$ cat src/rtl/ckdiv_pkg.sv
package ckdiv_pkg;
    typedef enum logic [1:0] {
        CH_HOLD = 2'd0,
        CH_WAIT = 2'd1,
        CH_RUN  = 2'd2
    } ch_state_e;
endpackage

$ cat src/rtl/ckdiv_hold.sv
module ckdiv_hold (
    input  logic power_down,
    input  logic pll_ready,
    input  logic sync_ctl,
    input  logic sync_ignore,
    output logic hold
);
    // A set software sync bit only holds channels that do not opt out.
    logic sw_hold;
    always_comb begin
        sw_hold = sync_ctl & ~sync_ignore;
        hold    = power_down | ~pll_ready | sw_hold;
    end
endmodule

$ cat src/rtl/ckdiv_seq.sv
module ckdiv_seq
    import ckdiv_pkg::*;
#(
    parameter int DIV_W = 10,
    parameter int PH_W  = 6
) (
    input  logic             clk,
    input  logic             rst_n,
    input  logic             hold,
    input  logic [DIV_W-1:0] div_ratio,
    input  logic [PH_W-1:0]  phase,
    input  logic             invert,
    output logic             wave
);
    localparam int CNT_W = DIV_W + 1;

    typedef struct packed {
        ch_state_e        state;
        logic [CNT_W-1:0] cnt;
        logic [PH_W-1:0]  wcnt;
        logic [DIV_W-1:0] n;
        logic             inv;
        logic             out;
    } seq_t;

    seq_t q, d;

    logic [DIV_W-1:0] n_eff;
    logic [PH_W-1:0]  p_eff;
    logic [CNT_W-1:0] last;
    logic [CNT_W-1:0] nxt;

    always_comb begin
        n_eff = (div_ratio <= DIV_W'(1)) ? DIV_W'(1) : div_ratio;
        p_eff = (n_eff == DIV_W'(1)) ? '0 : phase;
        last  = {q.n, 1'b0} - CNT_W'(1);
        nxt   = (q.cnt == last) ? '0 : q.cnt + CNT_W'(1);

        d = q;
        if (hold) begin
            d.state = CH_HOLD;
            d.cnt   = '0;
            d.wcnt  = '0;
            d.out   = 1'b0;
        end else begin
            unique case (q.state)
                CH_HOLD: begin
                    // release: capture configuration for this run
                    d.n   = n_eff;
                    d.inv = invert;
                    d.cnt = '0;
                    if (p_eff == '0) begin
                        d.state = CH_RUN;
                        d.out   = ~invert;
                    end else begin
                        d.state = CH_WAIT;
                        d.wcnt  = p_eff - PH_W'(1);
                        d.out   = invert;
                    end
                end
                CH_WAIT: begin
                    if (q.wcnt == '0) begin
                        d.state = CH_RUN;
                        d.cnt   = '0;
                        d.out   = ~q.inv;
                    end else begin
                        d.wcnt = q.wcnt - PH_W'(1);
                        d.out  = q.inv;
                    end
                end
                CH_RUN: begin
                    d.cnt = nxt;
                    d.out = (nxt < {1'b0, q.n}) ^ q.inv;
                end
                default: begin
                    d.state = CH_HOLD;
                    d.out   = 1'b0;
                end
            endcase
        end
    end

    always_ff @(posedge clk or negedge rst_n) begin
        if (!rst_n) begin
            q <= '{state: CH_HOLD, cnt: '0, wcnt: '0, n: DIV_W'(1), inv: 1'b0, out: 1'b0};
        end else begin
            q <= d;
        end
    end

    assign wave = q.out;
endmodule

$ cat src/rtl/ckdiv_channel.sv
module ckdiv_channel #(
    parameter int LO_W  = 8,
    parameter int DIV_W = 10,
    parameter int PH_W  = 6,
    localparam int HI_W = DIV_W - LO_W
) (
    input  logic            clk,
    input  logic            rst_n,
    input  logic [LO_W-1:0] div_lo,
    input  logic [HI_W-1:0] div_hi,
    input  logic [PH_W-1:0] phase,
    input  logic            invert,
    input  logic            sync_ignore,
    input  logic            power_down,
    input  logic            sync_ctl,
    input  logic            pll_ready,
    output logic            clk_out
);
    logic             hold;
    logic [DIV_W-1:0] div_ratio;

    assign div_ratio = {div_hi, div_lo};

    ckdiv_hold u_hold (
        .power_down (power_down),
        .pll_ready  (pll_ready),
        .sync_ctl   (sync_ctl),
        .sync_ignore(sync_ignore),
        .hold       (hold)
    );

    ckdiv_seq #(
        .DIV_W(DIV_W),
        .PH_W (PH_W)
    ) u_seq (
        .clk      (clk),
        .rst_n    (rst_n),
        .hold     (hold),
        .div_ratio(div_ratio),
        .phase    (phase),
        .invert   (invert),
        .wave     (clk_out)
    );
endmodule

$ cat config.mk
export PLATFORM = sky130hd
export DESIGN_NAME = ckdiv_channel
export DESIGN_NICKNAME = d
export VERILOG_FILES = /design/src/rtl/ckdiv_pkg.sv /design/src/rtl/ckdiv_hold.sv /design/src/rtl/ckdiv_seq.sv /design/src/rtl/ckdiv_channel.sv
export SDC_FILE = /design/constraint.sdc
export NUM_CORES = 1
export LEC_CHECK = 0
export BUFFER_PORTS_ARGS = -buffer_cell sky130_fd_sc_hd__buf_2
export CORE_UTILIZATION = 28
export CTS_CLUSTER_SIZE = 28
export DETAILED_ROUTE_END_ITERATION = 10
export PLACE_DENSITY = 0.47
export SLEW_MARGIN = 20
export SYNTH_ARGS = -nofsm -noshare
export SYNTH_HDL_FRONTEND = slang
export SYNTH_SLANG_ARGS = --single-unit
$ cat constraint.sdc
create_clock -name clk -period 5.8 [get_ports clk]
set_input_delay 0.29 -clock clk [delete_from_list [all_inputs] [get_ports clk]]
set_output_delay 0.29 -clock clk [all_outputs]
set_load 0.01 [all_outputs]
==> flow_summary.yaml <==
run_status:
  run_status: "finished with violations"
  failing_checks: "DRC"
cells_and_area:
  layout-drive-gt1-share: 0.166
  antenna_cells: 0
  num-nets-final: 351
  postLayoutCoreUtil: 0.323
  synthesis_to_finish_area_growth_pct: 10.6
yosys:
  number_of_synthesized_flops_with_an_enable_pin: 0
  syn_inst: 296
  ys_types: 56
  synthMostInstantiatedCell: "sky130_fd_sc_hd__nand2_1"
  synth_flop_cell: "sky130_fd_sc_hd__dfrtp_1"
  synth.net_count: 335
  mappedNetlistArea_um2: 2570
  synth_largest_type_area_fraction: 0.292
  async_set_or_reset_register_ratio_after_synthesis: 1.00
  synth_seq_area_share: 0.302
  synth_top_area_cell: "sky130_fd_sc_hd__dfrtp_1"
  ys.warnings.count: 0
  synth.cells.most_frequent: "32 x sky130_fd_sc_hd__nand2_1, 30 x sky130_fd_sc_hd__dfrtp_1, 18 x sky130_fd_sc_hd__nor2_1"
  syn-mean-instance-area_um2: 8.69
  synth-seq-cells: 31
  post_synth_main_area_contributors: "sky130_fd_sc_hd__dfrtp_1 29%, sky130_fd_sc_hd__ha_1 7.8%, sky130_fd_sc_hd__mux2_2 4.8%"
clock_tree:
  tritoncts_clock_tree: "yes"
  cts.repair_timing.setup_buffer_count: 0
  holdBufCountCts: 0
  clkTransAtPathRegs_ns: 0.08
  htree_levels: 2
  clock_tree_root_buffer_cell: "sky130_fd_sc_hd__clkbuf_8"
  clock_sink_count: 31
  post_cts_resized: 0
  clock_latency_ns: 0.29
  clk_path_buf_depth: 2
  tritoncts.num_buffers: 5
pwr:
  vdd_ir_drop_max_v: 0.0000728
  leak_pwr_nw: 1.27
  power-per-cell-area_nw_per_um2: 213
place:
  port_buffers: 23
  post-dp-hpwl_um: 4770
  gp_routability_congestion: 0.806
sta:
  report.final.hold_viol_count: 0
  final_setup_violation_count: 0
  fin_tns_setup_ns: 0
  achievable-frequency_mhz: 224
  skew_ns: 0.0145
  fin_crit_ns: 4.46
  timing.final.max_slew_violations: 0
  layout_worst_path_cycle_share: 0.769
  worst_pin_slew_ns: 0.887
  hold_ws_ns: 0.0611
  grt_setup_unrepaired: "no"
  timing.max_slew.rel_slack: 0.409
critical_path:
  cp_max_fo: 10
  crit_path_start_kind: "flip-flop"
  worstPathArrival_ns: 4.61
  r2r_slack_ns: 1.34
  setup_crit_path_kind: "reg2reg"
  critical_path.endpoint_type: "flip-flop"
  cp.required_ns: 5.95
floorplan:
  floorplan.die_area_um2: 9580
  initial_utilization: 0.292
  num_io_pins: 24
  die-height_um: 97.9
  core_region_area_um2: 8810
  rows: 34
  die_w_um: 97.9
global_route:
  global_route.usage.total: 0.142
  grt-ovfl-total: 0
  antenna_violations_before_repair: 0
  grt_max_degree: 32
  grt_pass1_wl_um: 10800
  first_global_vias: 2116
drt:
  dr_total_vias: 2201
  drt_first_iter_violations: 103
  ant_nets: 0
  route.final.wire_length_um: 6320
  detail_route.drc_violations: 1
  post_drt_via_cell_ratio: 5.23
  drt_pass1_iterations: 7
  route.detailed.wl_per_inst_um: 15.0
worst_hold_path:
  hold_class: "in2async"
run:
  drv_cap: 0
## power by group
| part | total, W | internal, W | switching [W] |
|---|---|---|---|
| Combinational | 0.000157 | 0.0000739 | 0.0000827 |
| Sequential | 0.000272 | 0.000238 | 0.0000344 |
| Clock | 0.000178 | 0.0000836 | 0.0000945 |
| Total | 0.000607 | 0.000395 | 0.000212 |
## final timing paths
| path | start | end | cells past startpoint |
|---|---|---|---|
| min in group clk | div_lo[2] | u_seq.q[4] | 2 |
| max reg2reg | u_seq.q[2] | u_seq.wave | 15 |
| min reg2reg | u_seq.q[12] | u_seq.q[12] | 1 |
| max in group asynchronous | rst_n | u_seq.q[19] | 1 |
| max | u_seq.q[2] | u_seq.wave | 15 |
| min | rst_n | u_seq.q[9] | 1 |
## placed cells by master, fill, tap and decap left out, types with 2 or more instances in the layout
cell type                    Yosys  routed
sky130_fd_sc_hd__nand4b_1        2       2
sky130_fd_sc_hd__xnor2_1        13      13
sky130_fd_sc_hd__or4_1           4       4
sky130_fd_sc_hd__clkbuf_8        0       5
sky130_fd_sc_hd__or3_1           3       3
sky130_fd_sc_hd__nor3_1         12      12
sky130_fd_sc_hd__o311a_1         2       2
sky130_fd_sc_hd__mux2_2         11      11
sky130_fd_sc_hd__o211ai_1        3       3
sky130_fd_sc_hd__nor2b_1         7       7
sky130_fd_sc_hd__nand4_1         2       2
sky130_fd_sc_hd__o31ai_1         5       5
sky130_fd_sc_hd__nor4_1          3       3
sky130_fd_sc_hd__a21o_1          2       2
sky130_fd_sc_hd__nor2_1         18      18
sky130_fd_sc_hd__buf_2           5      23
sky130_fd_sc_hd__nand2_1        32      32
sky130_fd_sc_hd__and2_1          5       5
sky130_fd_sc_hd__a21oi_1        10      10
sky130_fd_sc_hd__o21ai_0        11      11
sky130_fd_sc_hd__o21a_1          8       8
sky130_fd_sc_hd__a32o_1          2       2
sky130_fd_sc_hd__ha_1           16      16
sky130_fd_sc_hd__clkinvlp_4      0       2
sky130_fd_sc_hd__and3_1          7       7
sky130_fd_sc_hd__xor2_1          9       9
sky130_fd_sc_hd__dfrtp_1        30      30
sky130_fd_sc_hd__nor3b_1         5       5
sky130_fd_sc_hd__o21bai_1        2       2
sky130_fd_sc_hd__nand3b_1        2       2
sky130_fd_sc_hd__inv_1          16      16
sky130_fd_sc_hd__o221ai_1        7       7
sky130_fd_sc_hd__nand3_1        10      10
## registers in the layout (all words and copies together) (netlist names)
| signal | flops |
|---|---|
| u_seq.wave | 1 |
| u_seq.q | 30 |
## through the flow
step / worst slack, ns / std cells / total power, W / cell area (um2)
floorplan: 1.80 / 296 / 0.000387 / 2570
global placement: 1.53 / 413 / 0.000435 / 2760
finish: 1.34 / 421 / 0.000607 / 2850
global route: 0.960 / 421 / 0.000647 / 2850
detailed placement: 1.39 / 413 / 0.000434 / 2760
CTS: 1.29 / 421 / 0.000616 / 2850
## per-layer routing
metal / up-vias / routed length, um / global-route usage / part of all wire
li1: 1108 / - / - / -
met2: 49 / 2970 / 0.241 / 0.47
met3: 6 / 251 / 0.0265 / 0.040
met4: 0 / 68 / 0.0420 / 0.011
met1: 1038 / 3030 / 0.184 / 0.48
met5: - / 0 / 0 / 0
## final cells by class
cell class	instances	area, um2
Clock inverter	3	20.0
Sequential cell	31	777
Tap cell	108	135
Timing Repair Buffer	23	115
Clock buffer	5	68.8
Inverter	16	60.1
Fill cell	931	5960
Multi-Input combinational cell	235	1670
## logic make-up (layout without fill, tap and decap cells)
kind of cell / Yosys count / after routing / synth area share
compound gates: 63 / 63 / 0.181
xor+xnor: 23 / 23 / 0.0812
mux: 12 / 12 / 0.0520
buf+inv: 30 / 47 / 0.0491
flops: 31 / 31 / 0.302
simple gates: 121 / 121 / 0.257
fa+ha+maj: 16 / 16 / 0.0778
## critical path: stages, from the launching register on
cell                       delay (ns)
sky130_fd_sc_hd__dfstp_2         0.59
sky130_fd_sc_hd__inv_1           0.08
sky130_fd_sc_hd__ha_1            0.26
sky130_fd_sc_hd__nor3b_2         0.18
sky130_fd_sc_hd__xnor2_1         0.13
sky130_fd_sc_hd__or4_4           0.52
sky130_fd_sc_hd__nor4b_1         0.40
sky130_fd_sc_hd__nand2_1         0.31
sky130_fd_sc_hd__o21a_1          0.20
sky130_fd_sc_hd__ha_1            0.29
sky130_fd_sc_hd__a21oi_1         0.13
sky130_fd_sc_hd__o21ai_0         0.10
sky130_fd_sc_hd__a221o_1         0.36
sky130_fd_sc_hd__or4_1           0.52
sky130_fd_sc_hd__o311a_1         0.14
sky130_fd_sc_hd__o311ai_0        0.10
Power figures use the tool's default switching activity.
